**src/rtl/dir_dma_pkg.sv**
```systemverilog
package dir_dma_pkg;

  typedef enum logic [1:0] {
    K_RD_SHARED = 2'd0,
    K_RD_EXCL   = 2'd1,
    K_DMA_RD    = 2'd2,
    K_DMA_WR    = 2'd3
  } req_kind_e;

  typedef enum logic [2:0] {
    ST_INV,
    ST_SHARED,
    ST_OWNED,
    ST_FETCH_RD,
    ST_FETCH_MERGE,
    ST_WAIT_OWNER,
    ST_WAIT_UNBLK
  } line_state_e;

  // strobes from control to datapath
  typedef struct packed {
    logic captureEntry;   // latch offset, length and bytes of a DMA write
    logic loadDirect;     // memory write data <= request bytes
    logic loadMergeMem;   // memory write data <= merge over memory line
    logic loadMergeOwner; // memory write data <= merge over owner line
    logic loadRspMem;     // response data <= memory line
  } dp_strobe_t;

endpackage

```
**src/rtl/dir_dma_datapath.sv**
```systemverilog
module dir_dma_datapath
  import dir_dma_pkg::*;
#(
  parameter int LINE_BYTES = 16
) (
  input  logic                      clk,
  input  logic                      rstN,
  input  dp_strobe_t                strobe,
  input  logic [$clog2(LINE_BYTES)-1:0] reqOffset,
  input  logic [$clog2(LINE_BYTES):0]   reqLen,
  input  logic [8*LINE_BYTES-1:0]   reqData,
  input  logic [8*LINE_BYTES-1:0]   memRspData,
  input  logic [8*LINE_BYTES-1:0]   ownerData,
  output logic [8*LINE_BYTES-1:0]   memWrData,
  output logic [8*LINE_BYTES-1:0]   rspData
);

  localparam int LINE_BITS = 8 * LINE_BYTES;
  localparam int OFF_W     = $clog2(LINE_BYTES);
  localparam int LEN_W     = OFF_W + 1;
  localparam int END_W     = LEN_W + 1;

  logic [OFF_W-1:0]     entOff;
  logic [LEN_W-1:0]     entLen;
  logic [LINE_BITS-1:0] entData;
  logic [LINE_BITS-1:0] mergeBase;
  logic [LINE_BITS-1:0] merged;
  logic [END_W-1:0]     entEnd;

  assign mergeBase = strobe.loadMergeOwner ? ownerData : memRspData;
  assign entEnd    = END_W'(entOff) + END_W'(entLen);

  for (genvar b = 0; b < LINE_BYTES; b++) begin : g_lane
    logic inWindow;
    assign inWindow = (END_W'(b) >= END_W'(entOff)) && (END_W'(b) < entEnd);
    assign merged[8*b +: 8] = inWindow ? entData[8*b +: 8] : mergeBase[8*b +: 8];
  end

  always_ff @(posedge clk) begin
    if (!rstN) begin
      entOff    <= '0;
      entLen    <= '0;
      entData   <= '0;
      memWrData <= '0;
      rspData   <= '0;
    end else begin
      if (strobe.captureEntry) begin
        entOff  <= reqOffset;
        entLen  <= reqLen;
        entData <= reqData;
      end
      if (strobe.loadDirect) memWrData <= reqData;
      else if (strobe.loadMergeMem || strobe.loadMergeOwner) memWrData <= merged;
      if (strobe.loadRspMem) rspData <= memRspData;
    end
  end

endmodule

```
**src/rtl/dir_dma_ctrl.sv**
```systemverilog
module dir_dma_ctrl
  import dir_dma_pkg::*;
#(
  parameter int LINE_BYTES = 16,
  parameter int NUM_CACHES = 4
) (
  input  logic                            clk,
  input  logic                            rstN,
  input  logic                            reqValid,
  input  logic [1:0]                      reqKind,
  input  logic [$clog2(NUM_CACHES)-1:0]   reqSrc,
  input  logic [$clog2(LINE_BYTES):0]     reqLen,
  output logic                            reqReady,
  input  logic                            memRspValid,
  input  logic                            memRspIsDma,
  input  logic                            ownerDataValid,
  input  logic                            unblkValid,
  input  logic                            unblkFromCache,
  input  logic                            unblkExcl,
  input  logic [$clog2(NUM_CACHES)-1:0]   unblkSender,
  output dp_strobe_t                      strobe,
  output logic                            memReqValid,
  output logic                            memReqWrite,
  output logic                            memReqIsDma,
  output logic                            invValid,
  output logic [NUM_CACHES-1:0]           invMask,
  output logic                            fwdValid,
  output logic [$clog2(NUM_CACHES)-1:0]   fwdOwner,
  output logic                            rspValid,
  output logic                            rspIsAck,
  output logic                            rspToDma,
  output logic [$clog2(NUM_CACHES)-1:0]   rspDest,
  output logic [$clog2(NUM_CACHES+1)-1:0] rspAckCount,
  output line_state_e                     lineState,
  output logic [NUM_CACHES-1:0]           sharerMask
);

  localparam int SRC_W = $clog2(NUM_CACHES);
  localparam int CNT_W = $clog2(NUM_CACHES + 1);
  localparam int LEN_W = $clog2(LINE_BYTES) + 1;

  function automatic logic [CNT_W-1:0] countOnes(input logic [NUM_CACHES-1:0] m);
    logic [CNT_W-1:0] c;
    c = '0;
    for (int i = 0; i < NUM_CACHES; i++) c = c + CNT_W'(m[i]);
    return c;
  endfunction

  line_state_e           state, nState;
  logic [NUM_CACHES-1:0] sharers, nSharers;
  logic [SRC_W-1:0]      owner, nOwner, reqId, nReqId;
  logic                  ownerV, nOwnerV, injPending, nInj;
  logic [CNT_W-1:0]      ackCnt, nAck;

  logic                  nMemV, nMemWr, nMemDma, nInvV, nFwdV;
  logic                  nRspV, nRspAck, nRspDma;
  logic [NUM_CACHES-1:0] nInvMask, srcBit, senderBit;
  logic [SRC_W-1:0]      nFwdOwner, nRspDest;
  logic [CNT_W-1:0]      nRspCnt;

  req_kind_e kind;
  logic      stable, accept, isFull, fromCache;

  assign kind       = req_kind_e'(reqKind);
  assign stable     = (state == ST_INV) || (state == ST_SHARED) || (state == ST_OWNED);
  assign reqReady   = stable;
  assign accept     = reqValid && stable;
  assign isFull     = (reqLen == LEN_W'(LINE_BYTES));
  assign lineState  = state;
  assign sharerMask = sharers;

  always_comb begin
    srcBit    = '0;
    srcBit[reqSrc] = 1'b1;
    senderBit = '0;
    senderBit[unblkSender] = 1'b1;
    fromCache = 1'b0;

    nState = state;   nSharers = sharers; nOwner = owner; nOwnerV = ownerV;
    nReqId = reqId;   nAck = ackCnt;      nInj = injPending;
    nMemV = 1'b0; nMemWr = 1'b0; nMemDma = 1'b0;
    nInvV = 1'b0; nInvMask = '0;
    nFwdV = 1'b0; nFwdOwner = owner;
    nRspV = 1'b0; nRspAck = 1'b0; nRspDma = 1'b0; nRspDest = reqId; nRspCnt = '0;
    strobe = '0;

    unique case (state)
      ST_INV, ST_SHARED: if (accept) begin
        nReqId = reqSrc;
        unique case (kind)
          K_RD_SHARED, K_DMA_RD: begin
            nMemV   = 1'b1;
            nMemDma = (kind == K_DMA_RD);
            nState  = ST_FETCH_RD;
          end
          K_RD_EXCL: begin
            nInvMask = sharers & ~srcBit;
            nInvV    = |nInvMask;
            nSharers = '0;
            nMemV    = 1'b1;
            nState   = ST_FETCH_RD;
          end
          K_DMA_WR: begin
            nInvV    = |sharers;
            nInvMask = sharers;
            nSharers = '0;
            strobe.captureEntry = 1'b1;
            nMemV   = 1'b1;
            nMemDma = 1'b1;
            if (isFull) begin
              nMemWr  = 1'b1;
              strobe.loadDirect = 1'b1;
              nRspV   = 1'b1;
              nRspAck = 1'b1;
              nRspDma = 1'b1;
              nRspDest = reqSrc;
              nRspCnt = countOnes(sharers);
              nState  = ST_WAIT_UNBLK;
            end else begin
              nAck   = countOnes(sharers);
              nState = ST_FETCH_MERGE;
            end
          end
          default: ;
        endcase
      end
      ST_OWNED: if (accept) begin
        nReqId = reqSrc;
        nFwdV  = 1'b1;
        nState = ST_WAIT_UNBLK;
        if (kind == K_RD_EXCL) begin
          nInvMask = sharers & ~srcBit;
          nInvV    = |nInvMask;
          nSharers = '0;
        end else if (kind == K_DMA_WR) begin
          nInvV    = |sharers;
          nInvMask = sharers;
          nSharers = '0;
          nAck     = countOnes(sharers);
          strobe.captureEntry = 1'b1;
          nState   = ST_WAIT_OWNER;
        end
      end
      ST_FETCH_RD: if (memRspValid) begin
        nRspV   = 1'b1;
        nRspDma = memRspIsDma;
        strobe.loadRspMem = 1'b1;
        nInj    = memRspIsDma;
        nState  = ST_WAIT_UNBLK;
      end
      ST_FETCH_MERGE: if (memRspValid) begin
        strobe.loadMergeMem = 1'b1;
        nMemV = 1'b1; nMemWr = 1'b1; nMemDma = 1'b1;
        nRspV = 1'b1; nRspAck = 1'b1; nRspDma = 1'b1; nRspCnt = ackCnt;
        nState = ST_WAIT_UNBLK;
      end
      ST_WAIT_OWNER: if (ownerDataValid) begin
        strobe.loadMergeOwner = 1'b1;
        nMemV = 1'b1; nMemWr = 1'b1; nMemDma = 1'b1;
        nRspV = 1'b1; nRspAck = 1'b1; nRspDma = 1'b1; nRspCnt = ackCnt;
        nOwnerV = 1'b0;
        nState  = ST_WAIT_UNBLK;
      end
      ST_WAIT_UNBLK: if (injPending || unblkValid) begin
        fromCache = !injPending && unblkFromCache;
        if (fromCache && unblkExcl) begin
          nOwner   = unblkSender;
          nOwnerV  = 1'b1;
          nSharers = '0;
        end else if (fromCache) begin
          nSharers = sharers | senderBit;
        end
        nInj   = 1'b0;
        nState = nOwnerV ? ST_OWNED : ((|nSharers) ? ST_SHARED : ST_INV);
      end
      default: nState = ST_INV;
    endcase
  end

  always_ff @(posedge clk) begin
    if (!rstN) begin
      state <= ST_INV; sharers <= '0; owner <= '0; ownerV <= 1'b0;
      reqId <= '0; ackCnt <= '0; injPending <= 1'b0;
      memReqValid <= 1'b0; memReqWrite <= 1'b0; memReqIsDma <= 1'b0;
      invValid <= 1'b0; invMask <= '0; fwdValid <= 1'b0; fwdOwner <= '0;
      rspValid <= 1'b0; rspIsAck <= 1'b0; rspToDma <= 1'b0;
      rspDest <= '0; rspAckCount <= '0;
    end else begin
      state <= nState; sharers <= nSharers; owner <= nOwner; ownerV <= nOwnerV;
      reqId <= nReqId; ackCnt <= nAck; injPending <= nInj;
      memReqValid <= nMemV; memReqWrite <= nMemWr; memReqIsDma <= nMemDma;
      invValid <= nInvV; invMask <= nInvMask; fwdValid <= nFwdV; fwdOwner <= nFwdOwner;
      rspValid <= nRspV; rspIsAck <= nRspAck; rspToDma <= nRspDma;
      rspDest <= nRspDest; rspAckCount <= nRspCnt;
    end
  end

endmodule

```
**src/rtl/dir_dma_slice.sv**
```systemverilog
module dir_dma_slice
  import dir_dma_pkg::*;
#(
  parameter int LINE_BYTES = 16,
  parameter int NUM_CACHES = 4
) (
  input  logic                            clk,
  input  logic                            rstN,
  input  logic                            reqValid,
  output logic                            reqReady,
  input  logic [1:0]                      reqKind,
  input  logic [$clog2(NUM_CACHES)-1:0]   reqSrc,
  input  logic [$clog2(LINE_BYTES)-1:0]   reqOffset,
  input  logic [$clog2(LINE_BYTES):0]     reqLen,
  input  logic [8*LINE_BYTES-1:0]         reqData,
  output logic                            memReqValid,
  output logic                            memReqWrite,
  output logic                            memReqIsDma,
  output logic [8*LINE_BYTES-1:0]         memWrData,
  input  logic                            memRspValid,
  input  logic                            memRspIsDma,
  input  logic [8*LINE_BYTES-1:0]         memRspData,
  output logic                            invValid,
  output logic [NUM_CACHES-1:0]           invMask,
  output logic                            fwdValid,
  output logic [$clog2(NUM_CACHES)-1:0]   fwdOwner,
  input  logic                            ownerDataValid,
  input  logic [8*LINE_BYTES-1:0]         ownerData,
  output logic                            rspValid,
  output logic                            rspIsAck,
  output logic                            rspToDma,
  output logic [$clog2(NUM_CACHES)-1:0]   rspDest,
  output logic [$clog2(NUM_CACHES+1)-1:0] rspAckCount,
  output logic [8*LINE_BYTES-1:0]         rspData,
  input  logic                            unblkValid,
  input  logic                            unblkFromCache,
  input  logic                            unblkExcl,
  input  logic [$clog2(NUM_CACHES)-1:0]   unblkSender
);

  dp_strobe_t            strobe;
  line_state_e           lineState;
  logic [NUM_CACHES-1:0] sharerMask;

  dir_dma_ctrl #(.LINE_BYTES(LINE_BYTES), .NUM_CACHES(NUM_CACHES)) ctrl (
    .clk(clk), .rstN(rstN),
    .reqValid(reqValid), .reqKind(reqKind), .reqSrc(reqSrc), .reqLen(reqLen),
    .reqReady(reqReady),
    .memRspValid(memRspValid), .memRspIsDma(memRspIsDma),
    .ownerDataValid(ownerDataValid),
    .unblkValid(unblkValid), .unblkFromCache(unblkFromCache),
    .unblkExcl(unblkExcl), .unblkSender(unblkSender),
    .strobe(strobe),
    .memReqValid(memReqValid), .memReqWrite(memReqWrite), .memReqIsDma(memReqIsDma),
    .invValid(invValid), .invMask(invMask),
    .fwdValid(fwdValid), .fwdOwner(fwdOwner),
    .rspValid(rspValid), .rspIsAck(rspIsAck), .rspToDma(rspToDma),
    .rspDest(rspDest), .rspAckCount(rspAckCount),
    .lineState(lineState), .sharerMask(sharerMask)
  );

  dir_dma_datapath #(.LINE_BYTES(LINE_BYTES)) dpath (
    .clk(clk), .rstN(rstN), .strobe(strobe),
    .reqOffset(reqOffset), .reqLen(reqLen), .reqData(reqData),
    .memRspData(memRspData), .ownerData(ownerData),
    .memWrData(memWrData), .rspData(rspData)
  );

endmodule

```
**config.mk**
```make
export PLATFORM = sky130hd
export DESIGN_NAME = dir_dma_slice
export DESIGN_NICKNAME = d
export VERILOG_FILES = /design/src/rtl/dir_dma_pkg.sv /design/src/rtl/dir_dma_datapath.sv /design/src/rtl/dir_dma_ctrl.sv /design/src/rtl/dir_dma_slice.sv
export SDC_FILE = /design/constraint.sdc
export NUM_CORES = 1
export LEC_CHECK = 0
export ABC_AREA = 1
export CORE_ASPECT_RATIO = 0.75
export CORE_MARGIN = 4
export CORE_UTILIZATION = 25
export DETAILED_ROUTE_END_ITERATION = 8
export PLACE_DENSITY_LB_ADDON = 0.3
export SYNTH_ARGS = -nofsm -noshare
export SYNTH_HDL_FRONTEND = slang
export SYNTH_SLANG_ARGS = --single-unit
export TNS_END_PERCENT = 1
```
**constraint.sdc**
```tcl
create_clock -name clk -period 4.2 [get_ports clk]
set_clock_uncertainty 0.15 [all_clocks]
set_input_delay 0.42 -clock clk [delete_from_list [all_inputs] [get_ports clk]]
set_output_delay 0.42 -clock clk [all_outputs]
set_load 0.05 [all_outputs]
```
==> results.tsv, run 1 <==
stage	metric	value	unit
logic_synthesis	Cells after Synth	2967	
clock_network	Inserted Clock Buffers	49	
clock_network	Clock Path Buffers	3	
detailed_routing	DRC errors left	0	
placed_design	cell count after placement	4526	
logic_synthesis	Post-Synth Adder-Cell Area	0.633	%
sta	setup violators final	0	
layout	Post-Layout Cell Count	4622	
critical_path	CP endpoint kind	flop	
detailed_routing	Vias/cell	4.64	
sta	final hold violation count	0	
logic_synthesis	Compound-Gate Fraction of Synth Area	22.8	%
floorplanning	core area	79300	um2
clock_network	post-CTS resize count	0	
sta	setup total negative slack	0	ns
logic_synthesis	XOR/XNOR Fraction of Synth Area	0	%
clock_network	Clk pin slew, worst setup/hold paths	0.06	ns
detailed_routing	Post-Route WL	84200	um
clock_network	post-CTS setup buffer count	0	
detailed_routing	via count	21443	
logic_synthesis	Mapped Area	20200	um2
floorplanning	Die W	336	um
clock_network	root buf cell	clkbuf_16	
sta	final period utilization	79.6	%
power	Combinational Power Share	31.2	%
global_routing	first-pass GRT wire length	124000	um
sta	WHS	0.131	ns
power	Internal	8.56	mW
placed_design	GPL Wtd Cong	0.826	
logic_synthesis	Mean Syn Cell Area	6.80	um2
global_routing	Global Route Usage Sum	18.6	%
logic_synthesis	multiplexer area fraction after synthesis	0	%
sta	max-slew violation count	0	
critical_path	CP arrival	3.67	ns
floorplanning	io pins	684	
detailed_routing	Routed WL per cell	18.2	um
run	Max Cap Viol	0	
logic_synthesis	FF+latch count, synth	427	
placed_design	IO buf count	683	
sta	crit path setup slack, layout	0.855	ns
status	status	completed	
global_routing	vias in the first global route	20271	
global_routing	initial antenna violation count	9	
detailed_routing	DR pass1 iterations	7	
logic_synthesis	Synth Area in Simple Gates	22.9	%
clock_network	H-tree levels	2	
placed_design	HPWL after DPL	60500	um
power	VDD IR max	0.261	mV
critical_path	Crit Path Max Fanout	20	
power	Clock Power Share	33.8	%
layout	layout cells sized above 1	4.26	%
layout	area grow syn2layout	46.3	%
power	P per Cell Area	452	nW/um2
clock_network	Post-CTS Hold Buffers	0	
clock_network	clk_lat worst skew	0.59	ns
placed_design	DP Worst Slack	0.912	ns
floorplanning	row cnt	89	
global_routing	largest net degree at the start of global routing	139	
floorplanning	Die Height	254	um
detailed_routing	antenna viol nets, final	0	
logic_synthesis	Yosys cell types	45	
logic_synthesis	largest family of logic cells by synthesized area	simple AND/OR/NAND/NOR gates	
critical_path	CP startpoint kind	flop	
logic_synthesis	Seq/Total Area, Yosys	42.4	%
sta	Final min period	3.34	ns
power	Switching Share	35.8	%
logic_synthesis	syn_nets	3384	
sta	Rel. slew slack	25.0	%
sta	RSZ-0062 raised after global routing	no	
power	P_leak	12.8	nW
power	sequential power share	35.1	%
worst_hold_path	Tightest Hold Check Type	input port to flop	
clock_network	CTS tree	yes	
power	Final Power	13.4	mW
critical_path	Setup CP Type	flop to flop	
critical_path	worst path required time	4.53	ns
clock_network	# clock sinks	427	
floorplanning	DIE AREA	85400	um2
sta	Slew @ Worst Pin	1.13	ns
detailed_routing	iteration-0 DRC count of the detailed router	1337	
power	NetSw	4.79	mW
layout	fin nets	3948	
global_routing	grt ovf	0	
logic_synthesis	Yosys warnings	0	
sta	Fmax	0.299	GHz
floorplanning	Initial Util	25.4	%
final cells by class:
| cell class | instances | area (um2) |
|---|---|---|
| inverters | 365 | 1380 |
| repair buffers | 717 | 7220 |
| clock inverters | 12 | 170 |
| clock buffers | 78 | 1480 |
| multi-input cells | 1971 | 9400 |
| diodes | 6 | 15.0 |
| well taps | 1046 | 1310 |
| flip-flops and latches | 427 | 8550 |
| fillers | 8466 | 49800 |
cell usage in the layout, fill, tap and decap left out, types with 9 or more instances in the layout:
cell | synthesis | layout
clkdlybuf4s50_1 | 0 | 681
nand2_1 | 549 | 549
o21ai_0 | 500 | 500
dfxtp_1 | 427 | 427
inv_1 | 359 | 358
a21oi_1 | 320 | 320
nand3_1 | 236 | 236
nor2_1 | 207 | 207
clkbuf_16 | 0 | 51
o211ai_1 | 32 | 32
nand3b_1 | 24 | 24
buf_4 | 6 | 24
nand4_1 | 18 | 18
clkbuf_1 | 135 | 17
o21ai_1 | 15 | 15
clkbuf_8 | 0 | 10
buf_12 | 0 | 10
a31oi_1 | 9 | 9
flip-flops by register name, indices dropped and copies added, names as in the netlist, 3 cells and up:
signal	cells
dpath.entOff	4
ctrl.ackCnt	3
dpath.rspData	128
dpath.entLen	5
ctrl.lineState	3
ctrl.sharerMask	4
dpath.memWrData	128
dpath.entData	128
ctrl.invMask	4
ctrl.rspAckCount	3
per-layer routing:
metal / track usage [%] / vias up / routed length, um
li1: - / 10850 / -
met1: 23.6 / 9897 / 36500
met2: 30.7 / 587 / 38800
met3: 5.67 / 101 / 6920
met4: 5.10 / 8 / 1970
met5: 0 / - / 45
power groups by stage:
stage	logic (mW)	clock network, mW	registers (mW)
floorplan	1.59	0	5.71
global placement	4.17	0	4.76
detailed placement	4.18	0	4.76
CTS	4.20	4.65	4.68
global route	4.53	4.81	4.73
finish	4.16	4.51	4.68
critical path, stage by stage, from the launching register on:
cell      delay [ns]
dfxtp_1         0.38
ha_1            0.22
inv_1           0.06
fa_1            0.38
inv_1           0.09
nand3_1         0.07
nand3_1         0.10
nand2_1         0.09
nor2_4          0.38
buf_4           0.39
nand2_1         0.08
nand2_1         0.44
nand3_1         0.17
o211ai_1        0.13
a21oi_1         0.09
synthesized netlist by cell type (all sizes together):
| cell type | number | share of area [%] |
|---|---|---|
| a21oi | 322 | 8.0 |
| a21boi | 1 | 0.037 |
| o21ai | 518 | 13 |
| o2111ai | 1 | 0.043 |
| nand3 | 245 | 6.3 |
| nor4 | 2 | 0.093 |
| or2 | 4 | 0.12 |
| o211ai | 34 | 1.3 |
| nor2 | 210 | 4.0 |
| o311ai | 1 | 0.043 |
| dfxtp | 427 | 42 |
| nor3 | 8 | 0.25 |
| a32oi | 2 | 0.087 |
| clkbuf | 135 | 2.5 |
| nand4 | 18 | 0.56 |
| nand2 | 561 | 11 |
| inv | 363 | 6.8 |
| a31oi | 9 | 0.28 |
| buf | 69 | 1.9 |
| fa | 2 | 0.20 |
| o221ai | 1 | 0.043 |
| nand3b | 24 | 0.89 |
| clkinv | 2 | 0.043 |
| o21a | 1 | 0.037 |
| ha | 7 | 0.43 |
metrics by stage:
step,instance area [um2],utilization [%]
floorplan,20200,-
global placement,27900,35.1
detailed placement,27900,35.1
CTS,29500,37.2
finish,29500,37.2
global route,29500,37.2
cells by family (layout without fill, tap and decap cells):
| group | count (synthesis) | after routing |
|---|---|---|
| and+or+nand+nor | 1072 | 1072 |
| AOI/OAI and AO/OA | 890 | 890 |
| buffers and inverters | 569 | 1172 |
| DFF | 427 | 427 |
| adders and majority gates | 9 | 9 |
| other | 0 | 6 |
final timing paths:
kind / from / endpoint / slack (ns) / depth (start not counted)
max: dpath.entOff[0]$_SDFFE_PN0P_ / dpath.memWrData[94]$_SDFFE_PN0N_ / 0.86 / 14
min: ownerDataValid / ctrl.ownerV$_SDFFE_PN0P_ / 0.13 / 4
max reg2reg: dpath.entOff[0]$_SDFFE_PN0P_ / dpath.memWrData[94]$_SDFFE_PN0N_ / 0.86 / 14
min reg2reg: ctrl.ackCnt[2]$_SDFFE_PN0P_ / ctrl.ackCnt[2]$_SDFFE_PN0P_ / 0.30 / 2
Power figures use the tool's default switching activity.
==> run 2: changes to the inputs <==
==> constraint.sdc (replaced) <==
create_clock -name clk -period 3.3 [get_ports clk]
set_clock_uncertainty 0.15 [all_clocks]
set_input_delay 0.33 -clock clk [delete_from_list [all_inputs] [get_ports clk]]
set_output_delay 0.33 -clock clk [all_outputs]
set_load 0.05 [all_outputs]
==> run 2 against run 1 <==
Setup slack lost 0.63 ns. Non-clock buffer count grew 25. Critical path depth shrank 4. Sequential cell count is the same. Sequential share of layout area shrank 0.12 points. Routed wire length is essentially flat. Critical path type unchanged. Critical endpoint is now dpath.memWrData[3]$_SDFFE_PN0N_. Largest cell class unchanged.
==> results.tsv, run 2 (synthesis results as in run 1) <==
stage	metric	value	unit	change
status	status	completed		
sta	final period utilization	93.1	%	+13 points
detailed_routing	DRC errors left	0		unchanged
floorplanning	Die W	336	um	unchanged
clock_network	H-tree levels	2		unchanged
placed_design	GPL Wtd Cong	0.806		-2.4%
placed_design	DP Worst Slack	0.218	ns	-0.694 ns
sta	final hold violation count	0		unchanged
floorplanning	io pins	684		unchanged
sta	Rel. slew slack	29.3	%	+4.3 points
floorplanning	row cnt	89		unchanged
detailed_routing	Post-Route WL	84300	um	about the same
critical_path	Setup CP Type	flop to flop		
detailed_routing	Routed WL per cell	18.2	um	-0.30%
detailed_routing	DR pass1 iterations	5		-2
clock_network	Clk pin slew, worst setup/hold paths	0.06	ns	about the same
clock_network	# clock sinks	427		unchanged
clock_network	post-CTS setup buffer count	0		unchanged
global_routing	grt ovf	0		unchanged
sta	Final min period	3.07	ns	-0.271 ns
critical_path	worst path required time	3.63	ns	-0.90 ns
critical_path	Max stage delay on crit path	0.63	ns	+0.19 ns
power	VDD IR max	0.314	mV	+20%
placed_design	IO buf count	683		unchanged
layout	Top Registers	dpath.entData x128, dpath.memWrData x128, dpath.rspData x128		
clock_network	clk_lat worst skew	0.58	ns	about the same
sta	setup total negative slack	0	ns	unchanged
clock_network	Inserted Clock Buffers	48		-2.0%
detailed_routing	iteration-0 DRC count of the detailed router	1195		-11%
detailed_routing	via count	21624		+0.84%
detailed_routing	antenna viol nets, final	0		unchanged
critical_path	CP startpoint kind	flop		
layout	fin nets	3972		+0.61%
sta	max-slew violation count	0		unchanged
sta	crit path setup slack, layout	0.227	ns	-0.629 ns
global_routing	initial antenna violation count	11		+2
floorplanning	Initial Util	25.4	%	unchanged
sta	Fmax	0.325	GHz	+8.8%
clock_network	CTS tree	yes		
layout	area grow syn2layout	46.9	%	
sta	RSZ-0062 raised after global routing	yes		
run	Max Cap Viol	0		unchanged
floorplanning	Die Height	254	um	unchanged
critical_path	CP arrival	3.40	ns	-0.27 ns
critical_path	CP endpoint kind	flop		
clock_network	root buf cell	clkbuf_16		
power	P_leak	12.9	nW	+0.69%
global_routing	first-pass GRT wire length	125000	um	+0.85%
global_routing	vias in the first global route	20761		+2.4%
layout	leading cell type in the layout, fill and taps excluded	clkdlybuf4s50_1		
global_routing	Global Route Usage Sum	18.7	%	+0.14 points
floorplanning	core area	79300	um2	unchanged
sta	setup violators final	0		unchanged
placed_design	HPWL after DPL	61900	um	+2.4%
clock_network	Clock Path Buffers	3		unchanged
layout	layout cells sized above 1	5.01	%	+0.76 points
power	P per Cell Area	563	nW/um2	+24%
detailed_routing	Vias/cell	4.66		+0.47%
critical_path	CP max-delay cell	fa_1		
floorplanning	DIE AREA	85400	um2	unchanged
sta	Slew @ Worst Pin	1.05	ns	-0.0722 ns
worst_hold_path	Tightest Hold Check Type	input port to flop		
critical_path	Crit Path Max Fanout	9		-55%
critical_path	cells along the critical path	ha_1, inv_1, fa_1, inv_1, nor2_1, nand3_2, nand2_1, nand2_1, nand3_1, a21oi_1		
global_routing	largest net degree at the start of global routing	125		-10%
layout	most frequent cells in the layout	clkdlybuf4s50_1 (681), nand2_1 (549), o21ai_0 (500)		
## run 2: cell count changes in the layout (fill, tap and decap cells not counted), sizes merged
cell      before  now
bufinv         4    1
clkbuf        78   71
clkinvlp       1    3
buf           36   61
diode          6    3
clkinv         7    9
inv          365  366
## run 2: power by group
group / total [mW] / internal, mW / switching [mW]
Combinational: 5.35 / 1.90 / 3.46
Clock: 5.37 / 3.08 / 2.29
Sequential: 5.96 / 5.68 / 0.279
## run 2: final timing paths
path	cells after the start	endpoint	slack (ns)	start
worst max-delay path	10	dpath.memWrData[3]$_SDFFE_PN0N_	0.23	dpath.entOff[0]$_SDFFE_PN0P_
worst min-delay path	3	ctrl.fwdOwner[0]$_SDFF_PN0_	0.10	rstN
worst max register to register	10	dpath.memWrData[3]$_SDFFE_PN0N_	0.23	dpath.entOff[0]$_SDFFE_PN0P_
worst min register to register	2	ctrl.fwdOwner[0]$_SDFF_PN0_	0.29	ctrl.nFwdOwner[0]$_SDFFE_PN0P_
## run 2: repair_timing
| action | 4_1_cts | 5_1_grt |
|---|---|---|
| hold buffers | 0 | 0 |
| gates resized for setup | 0 | 1 |
| endpoints found under the hold margin | 0 | 0 |
| setup endpoints to repair | 0 | 10 |
## run 2: routing by layer
layer | global-route usage (%) | up-vias | share of wire, %
met4 | 5.91 | 16 | 2.8
met1 | 23.6 | 9924 | 43
met2 | 30.6 | 676 | 45
met5 | 0 | - | 0.12
met3 | 5.98 | 135 | 8.7
li1 | - | 10873 | -
## run 2: area by class of cell
| type | count | area, um2 |
|---|---|---|
| fillers | 8508 | 49600 |
| clock inverters | 14 | 110 |
| diodes | 3 | 7.51 |
| multi-input cells | 1971 | 9410 |
| clock buffers | 71 | 1440 |
| inverters | 365 | 1380 |
| flip-flops and latches | 427 | 8550 |
| well taps | 1046 | 1310 |
| repair buffers | 742 | 7440 |
## run 2: through the flow
step           hold slack (ns)  cells  power (mW)  utilization (%)  area (um2)
5_1_grt                  0.111   4637        17.6             37.4       29600
6_report                 0.103   4639        16.7             37.4       29600
2_1_floorplan            0.254   2967        9.29                -       20200
4_1_cts                 0.0729   4636        16.9             37.4       29600
3_5_place_dp             0.270   4551        11.4             35.4       28100
3_3_place_gp             0.275   4551        11.4             35.4       28100
## run 2: worst max-delay path: cells and delay by family (launching register included)
family,cells,cell delay [ns]
compound gates,1,0.07
fa+ha+maj,2,0.84
buf+inv,2,0.16
flops,1,0.39
simple gates,5,1.34
